$ cat src/rtl/xlate_pkg.sv
package xlate_pkg;

  typedef enum logic [1:0] {
    ACC_READ  = 2'b00,
    ACC_WRITE = 2'b01,
    ACC_EXEC  = 2'b10
  } acc_e;

  typedef enum logic [1:0] {
    MNT_NONE        = 2'b00,
    MNT_FLUSH_ALL   = 2'b01,
    MNT_FLUSH_LOCAL = 2'b10,
    MNT_DEMAP       = 2'b11
  } mnt_e;

  // Number of offset bits spanned by a region of the given code.
  function automatic int unsigned span_shift(input logic [1:0] code);
    case (code)
      2'd1:    span_shift = 21;
      2'd2:    span_shift = 30;
      default: span_shift = 12;
    endcase
  endfunction

endpackage

$ cat src/rtl/xlate_match.sv
module xlate_match
  import xlate_pkg::*;
#(
  parameter int ENTRIES = 8,
  parameter int ADDR_W  = 32,
  localparam int IW     = $clog2(ENTRIES)
) (
  input  logic [ENTRIES-1:0]             valid,
  input  logic [ENTRIES-1:0][ADDR_W-1:0] start,
  input  logic [ENTRIES-1:0][1:0]        span,
  input  logic [ADDR_W-1:0]              va,
  output logic [ENTRIES-1:0]             hit_vec,
  output logic                           any_hit,
  output logic [IW-1:0]                  hit_idx
);

  // One range comparator per slot, one bit wider than the address.
  for (genvar g = 0; g < ENTRIES; g++) begin : g_cmp
    logic [ADDR_W-1:0] msk;
    logic [ADDR_W:0]   lo, hi, v;
    always_comb begin
      msk = ADDR_W'((64'd1 << span_shift(span[g])) - 64'd1);
      lo  = {1'b0, start[g]};
      hi  = lo + {1'b0, msk} + (ADDR_W+1)'(1);
      v   = {1'b0, va};
      hit_vec[g] = valid[g] && (lo <= v) && (v < hi);
    end
  end

  // Lowest index wins.
  always_comb begin
    hit_idx = '0;
    for (int i = ENTRIES - 1; i >= 0; i--) begin
      if (hit_vec[i]) hit_idx = IW'(i);
    end
  end

  assign any_hit = |hit_vec;

endmodule

$ cat src/rtl/xlate_age.sv
module xlate_age #(
  parameter int ENTRIES = 8,
  localparam int IW     = $clog2(ENTRIES)
) (
  input  logic               clk,
  input  logic               rst_n,
  input  logic               upd_en,
  input  logic [IW-1:0]      upd_idx,
  input  logic [ENTRIES-1:0] free_vec,
  output logic [IW-1:0]      victim_idx
);

  localparam logic [IW-1:0] OLDEST = IW'(ENTRIES - 1);

  logic [ENTRIES-1:0][IW-1:0] age_q, age_d;
  logic [IW-1:0]              sel_age;

  assign sel_age = age_q[upd_idx];

  // Next-state: touched slot goes to rank 0, younger slots age by one.
  always_comb begin
    age_d = age_q;
    if (upd_en) begin
      for (int i = 0; i < ENTRIES; i++) begin
        if (IW'(i) == upd_idx)       age_d[i] = '0;
        else if (age_q[i] < sel_age) age_d[i] = age_q[i] + IW'(1);
      end
    end
  end

  always_ff @(posedge clk or negedge rst_n) begin
    if (!rst_n) begin
      for (int i = 0; i < ENTRIES; i++) age_q[i] <= IW'(i);
    end else if (upd_en) begin
      age_q <= age_d;
    end
  end

  // Victim: lowest free slot, else the oldest rank.
  always_comb begin
    victim_idx = '0;
    if (|free_vec) begin
      for (int i = ENTRIES - 1; i >= 0; i--) begin
        if (free_vec[i]) victim_idx = IW'(i);
      end
    end else begin
      for (int i = 0; i < ENTRIES; i++) begin
        if (age_q[i] == OLDEST) victim_idx = IW'(i);
      end
    end
  end

  for (genvar k = 0; k < ENTRIES; k++) begin : g_rank_chk
    logic [ENTRIES-1:0] owns;
    always_comb begin
      for (int i = 0; i < ENTRIES; i++) owns[i] = (age_q[i] == IW'(k));
    end
    AST_AGE_RANK_UNIQUE: assert property (@(posedge clk) disable iff (!rst_n)
      $countones(owns) == 1);
  end

  AST_AGE_TOUCH_MRU: assert property (@(posedge clk) disable iff (!rst_n)
    upd_en |=> age_q[$past(upd_idx)] == '0);

  AST_AGE_HOLD_IDLE: assert property (@(posedge clk) disable iff (!rst_n)
    !upd_en |=> $stable(age_q));

  AST_VICTIM_IS_FREE: assert property (@(posedge clk) disable iff (!rst_n)
    (|free_vec) |-> free_vec[victim_idx]);

endmodule

$ cat src/rtl/xlate_perm.sv
module xlate_perm
  import xlate_pkg::*;
(
  input  logic       hit,
  input  logic [1:0] mode,
  input  logic [1:0] cpl,
  input  logic       force_sup,
  input  logic       store_chk,
  input  logic       ent_user,
  input  logic       ent_wr,
  output logic       fault,
  output logic       fault_wr,
  output logic       fault_user
);

  logic is_user, wants_wr, user_bad, wr_bad;

  always_comb begin
    is_user    = (cpl == 2'd3) && !force_sup;
    wants_wr   = (mode == ACC_WRITE) || store_chk;
    user_bad   = is_user && !ent_user;
    wr_bad     = wants_wr && !ent_wr;
    fault      = hit && (user_bad || wr_bad);
    fault_wr   = fault && wants_wr;
    fault_user = fault && is_user;
  end

endmodule

$ cat src/rtl/xlate_buf.sv
module xlate_buf
  import xlate_pkg::*;
#(
  parameter int ENTRIES = 8,
  parameter int ADDR_W  = 32
) (
  input  logic              clk,
  input  logic              rst_n,
  input  logic [ADDR_W-1:0] lk_va,
  input  logic [1:0]        lk_mode,
  input  logic [1:0]        lk_cpl,
  input  logic              lk_force_sup,
  input  logic              lk_store_chk,
  input  logic              lk_promote,
  output logic              lk_hit,
  output logic [ADDR_W-1:0] lk_pa,
  output logic              lk_fault,
  output logic              lk_fault_wr,
  output logic              lk_fault_user,
  input  logic              ins_en,
  input  logic [ADDR_W-1:0] ins_va,
  input  logic [ADDR_W-1:0] ins_pa,
  input  logic [1:0]        ins_span,
  input  logic              ins_user,
  input  logic              ins_wr,
  input  logic              ins_glb,
  input  logic [1:0]        mnt_op,
  input  logic [ADDR_W-1:0] mnt_va
);

  localparam int IW = $clog2(ENTRIES);

  // Slot storage
  logic [ENTRIES-1:0]             valid_q, valid_d;
  logic [ENTRIES-1:0][ADDR_W-1:0] start_q, start_d;
  logic [ENTRIES-1:0][ADDR_W-1:0] pbase_q, pbase_d;
  logic [ENTRIES-1:0][1:0]        span_q, span_d;
  logic [ENTRIES-1:0]             user_q, user_d;
  logic [ENTRIES-1:0]             wr_q, wr_d;
  logic [ENTRIES-1:0]             glb_q, glb_d;
  logic                           slot_we;

  // Two range matchers: lookup port and demap port.
  logic [1:0][ADDR_W-1:0]  probe_va;
  logic [1:0][ENTRIES-1:0] probe_vec;
  logic [1:0]              probe_any;
  logic [1:0][IW-1:0]      probe_idx;

  assign probe_va[0] = lk_va;
  assign probe_va[1] = mnt_va;

  for (genvar p = 0; p < 2; p++) begin : g_probe
    xlate_match #(.ENTRIES(ENTRIES), .ADDR_W(ADDR_W)) u_match (
      .valid   (valid_q),
      .start   (start_q),
      .span    (span_q),
      .va      (probe_va[p]),
      .hit_vec (probe_vec[p]),
      .any_hit (probe_any[p]),
      .hit_idx (probe_idx[p])
    );
  end

  // Lookup data path
  logic [IW-1:0]     sel;
  logic [ADDR_W-1:0] sel_mask;

  assign sel      = probe_idx[0];
  assign sel_mask = ADDR_W'((64'd1 << span_shift(span_q[sel])) - 64'd1);
  assign lk_hit   = probe_any[0];
  assign lk_pa    = probe_any[0] ? (pbase_q[sel] | (lk_va & sel_mask)) : '0;

  xlate_perm u_perm (
    .hit        (probe_any[0]),
    .mode       (lk_mode),
    .cpl        (lk_cpl),
    .force_sup  (lk_force_sup),
    .store_chk  (lk_store_chk),
    .ent_user   (user_q[sel]),
    .ent_wr     (wr_q[sel]),
    .fault      (lk_fault),
    .fault_wr   (lk_fault_wr),
    .fault_user (lk_fault_user)
  );

  // Arbitration: maintenance > insert > promotion
  logic          mnt_busy, ins_do, pro_do;
  logic [IW-1:0] victim;
  logic [ADDR_W-1:0] ins_mask;

  assign mnt_busy = (mnt_op != MNT_NONE);
  assign ins_do   = ins_en && !mnt_busy;
  assign pro_do   = lk_promote && probe_any[0] && !mnt_busy && !ins_en;
  assign ins_mask = ADDR_W'((64'd1 << span_shift(ins_span)) - 64'd1);

  xlate_age #(.ENTRIES(ENTRIES)) u_age (
    .clk        (clk),
    .rst_n      (rst_n),
    .upd_en     (ins_do || pro_do),
    .upd_idx    (ins_do ? victim : sel),
    .free_vec   (~valid_q),
    .victim_idx (victim)
  );

  // Next-state for slot storage
  always_comb begin
    valid_d = valid_q;
    start_d = start_q;
    pbase_d = pbase_q;
    span_d  = span_q;
    user_d  = user_q;
    wr_d    = wr_q;
    glb_d   = glb_q;
    slot_we = 1'b0;
    case (mnt_op)
      MNT_FLUSH_ALL:   valid_d = '0;
      MNT_FLUSH_LOCAL: valid_d = valid_q & glb_q;
      MNT_DEMAP:       if (probe_any[1]) valid_d[probe_idx[1]] = 1'b0;
      default: ;
    endcase
    if (ins_do) begin
      slot_we         = 1'b1;
      valid_d[victim] = 1'b1;
      start_d[victim] = ins_va & ~ins_mask;
      pbase_d[victim] = ins_pa & ~ins_mask;
      span_d[victim]  = ins_span;
      user_d[victim]  = ins_user;
      wr_d[victim]    = ins_wr;
      glb_d[victim]   = ins_glb;
    end
  end

  always_ff @(posedge clk or negedge rst_n) begin
    if (!rst_n) begin
      valid_q <= '0;
    end else begin
      valid_q <= valid_d;
    end
  end

  always_ff @(posedge clk or negedge rst_n) begin
    if (!rst_n) begin
      start_q <= '0;
      pbase_q <= '0;
      span_q  <= '0;
      user_q  <= '0;
      wr_q    <= '0;
      glb_q   <= '0;
    end else if (slot_we) begin
      start_q <= start_d;
      pbase_q <= pbase_d;
      span_q  <= span_d;
      user_q  <= user_d;
      wr_q    <= wr_d;
      glb_q   <= glb_d;
    end
  end

  AST_FLUSH_ALL_EMPTY: assert property (@(posedge clk) disable iff (!rst_n)
    (mnt_op == MNT_FLUSH_ALL) |=> (valid_q == '0));

  AST_FLUSH_LOCAL_KEEPS_GLOBAL: assert property (@(posedge clk) disable iff (!rst_n)
    (mnt_op == MNT_FLUSH_LOCAL) |=> ((valid_q & ~glb_q) == '0));

  AST_INSERT_LANDS: assert property (@(posedge clk) disable iff (!rst_n)
    ins_do |=> valid_q[$past(victim)]);

  AST_MAINT_BLOCKS_INSERT: assert property (@(posedge clk) disable iff (!rst_n)
    (mnt_busy && ins_en) |=> ($countones(valid_q) <= $past($countones(valid_q))));

  AST_MISS_QUIET: assert property (@(posedge clk) disable iff (!rst_n)
    !lk_hit |-> !(lk_fault || lk_fault_wr || lk_fault_user || (lk_pa != '0)));

endmodule

$ cat config.mk
export PLATFORM = sky130hd
export DESIGN_NAME = xlate_buf
export DESIGN_NICKNAME = d
export VERILOG_FILES = /design/src/rtl/xlate_pkg.sv /design/src/rtl/xlate_match.sv /design/src/rtl/xlate_age.sv /design/src/rtl/xlate_perm.sv /design/src/rtl/xlate_buf.sv
export SDC_FILE = /design/constraint.sdc
export NUM_CORES = 2
export LEC_CHECK = 0
export BUFFER_PORTS_ARGS = -buffer_cell sky130_fd_sc_hd__buf_2
export CAP_MARGIN = 25
export CORE_ASPECT_RATIO = 2
export CORE_MARGIN = 4
export CORE_UTILIZATION = 65
export DETAILED_ROUTE_END_ITERATION = 10
export PLACE_DENSITY = 0.95
export REMOVE_ABC_BUFFERS = 1
export SETUP_SLACK_MARGIN = 0.05
export SYNTH_ARGS = -nofsm -noshare
export SYNTH_HDL_FRONTEND = slang
export SYNTH_SLANG_ARGS = --single-unit
$ cat constraint.sdc
create_clock -name clk -period 10.7 [get_ports clk]
set_clock_uncertainty 0.2 [all_clocks]
set_input_delay 1.07 -clock clk [delete_from_list [all_inputs] [get_ports clk]]
set_output_delay 1.07 -clock clk [all_outputs]
set_load 0.02 [all_outputs]
; Word-level counts from Yosys, hierarchy flattened
; Cells that the tools add are included.
[word_totals]
n_memories = 0
romBits = 0
latch_bits = 0
in_bits = 145
elab_cells = 337
output_inout_bits = 36
ram_bits = 0
register_bits = 584
[op_classes]
n_bitwise = 10
reduce_logical = 74
n_eq_ne = 39
n_addsub = 34
mul = 0
n_shift = 10
n_lt_le_gt_ge = 46
muxes = 88
n_div = 0
[op_table]
columns = operator, count
row1 = $lt A32 B33 Y1, 16
row2 = $bwmux W256, 2
row3 = $le A32 B32 Y1, 16
row4 = $shl A1 B5 Y32 const A, 10
row5 = $sub A32 B1 Y32 const B, 10
row6 = $add A32 B32 Y33, 8
row7 = $add A33 B1 Y33 const B, 8
row8 = $mux W3, 47
row9 = $pmux W5 S2, 10
row10 = $and A32 B32 Y32, 3
row11 = $bmux W32 S3, 1
row12 = $demux W32 S3, 1
row13 = $mux W32, 3
row14 = $logic_and A1 B1 Y1, 44
row15 = $not A32 Y32, 1
row16 = $or A32 B32 Y32, 1
row17 = $eq A2 B2 Y1 const B, 13
row18 = $add A3 B1 Y3 const B, 8
row19 = $bwmux W8, 3
row20 = $eq A2 B1 Y1 const B, 12
row21 = $lt A3 B3 Y1, 8
row22 = $pmux W8 S3, 1
row23 = $reduce_or A8 Y1, 3
row24 = $eq A3 B3 Y1 const B, 7
row25 = other kinds (22), 65

; Logic depth before layout (Yosys ltp)
[logic_depth]
word_depth = 26
mapped_depth = 44
mapped_depth_nobuf = 43

; By module
; From an unflattened synthesis, not the netlist that was laid out.
[hier_totals]
hier_cells = 7186
area_unflattened_um2 = 62198.4
[modules_own_cells]
columns = mod, area_per_inst_um2, n_inst, cells_each, seq_area_each_um2
row1 = xlate_buf, 20363.3, 1, 1924, 12411.9
row2 = xlate_match at g_probe[1].u_match, 19964.1, 1, 2544, 0.0
row3 = xlate_match at g_probe[0].u_match, 19738.9, 1, 2508, 0.0
row4 = xlate_age, 2067.0, 1, 201, 615.6
row5 = xlate_perm, 65.1, 1, 9, 0.0

; Worst setup path before layout
; Ideal clock, no wire load.
[synth_path]
kind = reg2out
start = register span_q[2] (netlist name)
end = output lk_pa[7]
path_stages_with_launch = 41
t_arrival_ns = 8.382
required_time_ns = 9.430
path_buffers = 4
setup_slack_ns = 1.048
path_cell_list = dfrtp_1 inv_1 ha_1 nand2_1 inv_1 ha_1 nor4_1 a21oi_1 o21ai_0 a211o_1 a21oi_1 o21ai_0 a21oi_1 o21a_1 o21ai_0 a21oi_1 o21ai_0 nand2b_1 [... 5 more ...] a21oi_1 o211ai_1 a221o_1 o21ai_0 a31o_2 nand2b_1 clkbuf_1 o31a_1 clkbuf_1 clkbuf_1 mux4_2 mux2i_1 ha_1 clkbuf_1 o21ai_0 ha_1 nand2b_1 a21oi_1
[synth_via]
elab_chain_cells = 19
word_cells_on_any_way = 24
classes_between = 4 x add/sub / 1 x order compare / 4 x eq/ne / 2 x shift / 9 x mux / 2 x bitwise / 2 x reduce/logical
[synth_rtl]
columns = item, line_no
row1 = "start, declared", xlate_buf.sv:37  ; logic [ENTRIES-1:0][1:0] span_q, span_d;
row2 = "start signal, assigned", xlate_buf.sv:152  ; span_q <= span_d;
row3 = $eq A2 B2 Y1 / $eq A2 B1 Y1 (equally long branches), xlate_pkg.sv:18  ; case (code)
row4 = $pmux W5 S2, xlate_pkg.sv:18
row5 = $shl A1 B5 Y32, xlate_match.sv:22  ; msk = ADDR_W'((64'd1 << span_shift(span[g])) - 64'd1);
row6 = $sub A32 B1 Y32, xlate_match.sv:22
row7 = $add A32 B32 Y33, xlate_match.sv:24  ; hi = lo + {1'b0, msk} + (ADDR_W+1)'(1);
row8 = $add A33 B1 Y33, xlate_match.sv:24
row9 = $lt A32 B33 Y1, xlate_match.sv:26  ; hit_vec[g] = valid[g] && (lo <= v) && (v < hi);
row10 = $logic_and A1 B1 Y1, xlate_match.sv:26
row11 = [... 3 more ...], -
row12 = $mux W2 (implied by the code), xlate_buf.sv:69  ; assign sel_mask = ADDR_W'((64'd1 << span_shift(span_q[sel])) - 64'd1);
row13 = $eq A2 B2 Y1 / $eq A2 B1 Y1 (equally long branches), xlate_pkg.sv:18
row14 = $pmux W5 S2, xlate_pkg.sv:18
row15 = $shl A1 B5 Y32, xlate_buf.sv:69
row16 = $sub A32 B1 Y32, xlate_buf.sv:69
row17 = $and A32 B32 Y32, xlate_buf.sv:71  ; assign lk_pa = probe_any[0] ? (pbase_q[sel] | (lk_va & sel_mask)) : '0;
row18 = $or A32 B32 Y32, xlate_buf.sv:71
row19 = $mux W32 *, xlate_buf.sv:71
row20 = "end, declared", xlate_buf.sv:16  ; output logic [ADDR_W-1:0] lk_pa,
; Every way passes the cells marked *; elsewhere a longest branch is shown, timed or not. The select of a mux whose other input is x is not followed.

; Worst setup path after layout
[layout_path]
start = register span_q[0] (netlist name)
end = output lk_pa[7]
[layout_via]
elab_chain_cells = 18
word_cells_on_any_way = 23
classes_between = 4 x add/sub / 1 x order compare / 4 x eq/ne / 2 x shift / 8 x mux / 2 x bitwise / 2 x reduce/logical
[layout_rtl]
columns = item, line_no
row1 = $eq A2 B2 Y1 / $eq A2 B1 Y1 (equally long branches), xlate_pkg.sv:18
row2 = $pmux W5 S2, xlate_pkg.sv:18
row3 = $shl A1 B5 Y32, xlate_match.sv:22
row4 = $sub A32 B1 Y32, xlate_match.sv:22
row5 = $add A32 B32 Y33, xlate_match.sv:24
row6 = $add A33 B1 Y33, xlate_match.sv:24
row7 = $lt A32 B33 Y1, xlate_match.sv:26
row8 = $logic_and A1 B1 Y1, xlate_match.sv:26
row9 = [... 2 more ...], -
row10 = $mux W2 (implied by the code), xlate_buf.sv:69
row11 = $eq A2 B2 Y1 / $eq A2 B1 Y1 (equally long branches), xlate_pkg.sv:18
row12 = $pmux W5 S2, xlate_pkg.sv:18
row13 = $shl A1 B5 Y32, xlate_buf.sv:69
row14 = $sub A32 B1 Y32, xlate_buf.sv:69
row15 = $and A32 B32 Y32, xlate_buf.sv:71
row16 = $or A32 B32 Y32, xlate_buf.sv:71
row17 = $mux W32 *, xlate_buf.sv:71
; Marked as above.

==> results.json <==
{
  "outcome": "finished, violations left",
  "failed_checks": "design-rule violations, max-capacitance violations, max-slew violations",
  "yosysWarnings": 0,
  "cts_hold_buffers": 0,
  "r2r-start": "span_q[0]$_DFFE_PN0P_",
  "irDropWorstVdd_v": 0.0001767,
  "ff2ff_path_depth": 43,
  "setup_viol": 0,
  "vias": 54300,
  "drc": 3,
  "fp.dieH_um": 410.4,
  "viasPerCell": 7.427,
  "async_flop_share": 1.000,
  "fin_util": 0.7208,
  "pwr-share-seq": 0.305,
  "synth_edf_count": 0,
  "critPathCaptureType": "output port",
  "clock-root-buffer": "clkbuf_16",
  "finalHoldViolCount": 0,
  "cp.arrival_ns": 9.28,
  "die_x_um": 209.2,
  "die_area_sq_um": 85870,
  "firstDrtPassIters": 11,
  "whs_path_depth": 2,
  "powerDensity_nw_per_um2": 129.4,
  "cp_max_fo": 5,
  "hold_path_startpoint": "pbase_q[243]$_DFFE_PN0P_",
  "grt_pass1_wl_mm": 349.1,
  "holdCritPathClass": "register to register",
  "cts_buffers": 50,
  "drt_wl_total_mm": 243.5,
  "cp-start-kind": "register",
  "grt_pass1_vias": 54210,
  "initial_core_util": 0.6549,
  "synthTopCellsByArea": "ha_1 27%, dfrtp_1 24%, o21ai_0 6.5%",
  "synthFlopType": "dfrtp_1",
  "cts_sinks": 520,
  "most-common-layout-cells": "1,144 x ha_1, 731 x nand2_1, 664 x o21ai_0",
  "finalSetupTns_ns": 0,
  "clockPowerShare": 0.268,
  "area_growth_pct": 10.06,
  "drv_slew": 1,
  "cp_slowest_cell": "or4_4",
  "max_freq_mhz": 94.83,
  "switching_share": 0.4090,
  "slowest_delay_ns": 0.61,
  "fin_total_pwr_mw": 7.495,
  "min_period_ns": 10.55,
  "wl_per_cell_um": 33.30,
  "syn-instance-count": 5966,
  "clkTransAtPathRegs_ns": 0.07,
  "syn_area_sq_um": 52630,
  "p_switching_mw": 3.065,
  "leakage_nw": 30.09,
  "grt_max_degree": 145,
  "ys_types": 94,
  "grt_use_total": 0.5521,
  "synth_largest_area_cell": "ha_1",
  "routabilityCongestion": 1.129,
  "critical_path_required_ns": 9.43,
  "clk_latency_ns": 0.65,
  "cts_htree_levels": 2,
  "r2r-end": "u_age.age_q[11]$_DFFE_PN0P_",
  "hpwlAfterDp_mm": 176.1,
  "cp_common_cell": "buf_4",
  "r2r_slack_ns": 0.82,
  "power_frac_comb": 0.426,
  "synth_seq_cells": 520,
  "synth_area_per_cell_sq_um": 8.822,
  "max_slew_margin": -0.003248,
  "synth_top_area_frac": 0.2736,
  "num_io_pins": 181,
  "min_to": "pbase_q[243]$_DFFE_PN0P_",
  "p_int_mw": 4.429,
  "overflow": 0,
  "worstMarginPinSlew_ns": 1.499,
  "drt_iter0_drc": 6179,
  "period_share": 0.9856,
  "clock_path_buffers": 3,
  "antenna_found_initial": 26,
  "antenna_left": 0,
  "yosysSeqAreaShare": 0.2475,
  "drive_above_1_share": 0.1052,
  "nets": 7505,
  "final_common_cell": "ha_1",
  "cts_tree": "yes",
  "rows": 147,
  "rsz0062_at_grt": "yes",
  "worstSetupPathType": "register to output port",
  "coreArea_sq_um": 80380,
  "portBuffers": 172,
  "maxCapViolCount": 1
}
[worst max-delay path, delay by kind of cell, from the launching register on]
family	cells	cell delay, ns
AO/OA/AOI/OAI	17	3.22
XOR/XNOR	1	0.12
adder cells (fa/ha/maj)	5	1.46
buffers and inverters	7	1.09
flip-flops	1	0.42
multiplexers	2	0.74
AND/OR/NAND/NOR	7	1.56
[what timing repair did]
item,in CTS,in global routing
setup buffers,5,13
gates cloned,0,1
endpoints found under the setup margin,30,34
pin swaps,3,15
resized for setup,26,76
[cell usage after synthesis, types with 19 or more instances]
library cell,number
ha_1,1151
nand2_1,741
o21ai_0,686
dfrtp_1,508
a21oi_1,420
a21o_1,352
nor2_1,207
inv_1,203
clkbuf_1,158
nand4_1,148
mux2i_1,112
xor2_1,106
xnor2_1,99
nand2b_1,98
o21a_1,96
nand3_1,94
nor3_1,67
nor2b_1,53
a211oi_1,50
mux2_2,47
o211ai_1,39
nor4_1,37
and2_1,34
mux4_2,34
and3_1,32
a31oi_1,28
and4_1,25
a221oi_1,19
o31ai_1,19
or3_1,19
[worst max-delay path by stage]
stage	from	endpoint	slack, ns	cells past startpoint
4_1_cts	span_q[4]$_DFFE_PN0P_	lk_pa[6]	0.07	42
3_3_place_gp	span_q[4]$_DFFE_PN0P_	lk_pa[6]	0.19	43
5_1_grt	span_q[6]$_DFFE_PN0P_	lk_pa[6]	-0.002	43
2_1_floorplan	span_q[0]$_DFFE_PN0P_	lk_pa[10]	-2.26	30
6_report	span_q[0]$_DFFE_PN0P_	lk_pa[7]	0.15	39
3_5_place_dp	span_q[4]$_DFFE_PN0P_	lk_pa[10]	0.04	43
[power groups by stage]
| stage | Sequential, mW | Clock (mW) | Combinational, mW |
|---|---|---|---|
| finish | 2.29 | 2.01 | 3.19 |
| global route | 2.29 | 2.06 | 3.45 |
| floorplan | 2.24 | 0 | 2.01 |
| global placement | 2.29 | 0 | 2.89 |
| CTS | 2.27 | 1.99 | 3.03 |
| detailed placement | 2.31 | 0 | 2.98 |
[sequential cells by signal (all words and copies together), names as in the netlist]
register     cells
span_q          16
valid_q          8
pbase_q        224
glb_q            8
user_q           8
wr_q             8
u_age.age_q     24
start_q        224
[cell families after synthesis]
logic type                 after synthesis  synth area share
AOI/OAI and AO/OA                     1917            0.2264
and+or+nand+nor                       1604            0.1447
adders and majority gates             1153            0.2740
DFF                                    520            0.2475
buffers and inverters                  371           0.02660
xor gates and xnor gates               206           0.03454
muxes                                  194           0.04616
other                                    1        0.00007125
[layer usage]
metal | up-vias | routed length, um | global-route usage
li1 | 22730 | - | -
met2 | 4216 | 107000 | 0.8622
met4 | 10 | 39660 | 0.6465
met3 | 1981 | 26310 | 0.1762
met1 | 25370 | 70320 | 0.5271
met5 | - | 141 | 0
[metrics by stage]
| step | hold WS (ns) | std cells | setup WS, ns | cell area, sq um |
|---|---|---|---|---|
| global placement | 0.2569 | 7168 | 0.1897 | 55520 |
| global route | 0.2988 | 7291 | -0.001918 | 57880 |
| detailed placement | 0.2680 | 7171 | 0.04088 | 55540 |
| CTS | 0.2846 | 7267 | 0.06667 | 57450 |
| finish | 0.2896 | 7312 | 0.1544 | 57930 |
| floorplan | 0.2446 | 5805 | -2.256 | 52020 |
[cell type report]
| type | instances | area (sq um) |
|---|---|---|
| well taps | 1043 | 1305 |
| flip-flops and latches | 520 | 13040 |
| diodes | 21 | 52.55 |
| clock inverters | 33 | 455.4 |
| repair buffers | 351 | 2333 |
| fillers | 6165 | 22440 |
| repair inverters | 1 | 5.005 |
| inverters | 203 | 769.5 |
| clock buffers | 58 | 1321 |
| multi-input cells | 5082 | 38650 |
Note: power is estimated with default switching activity, not from simulation.
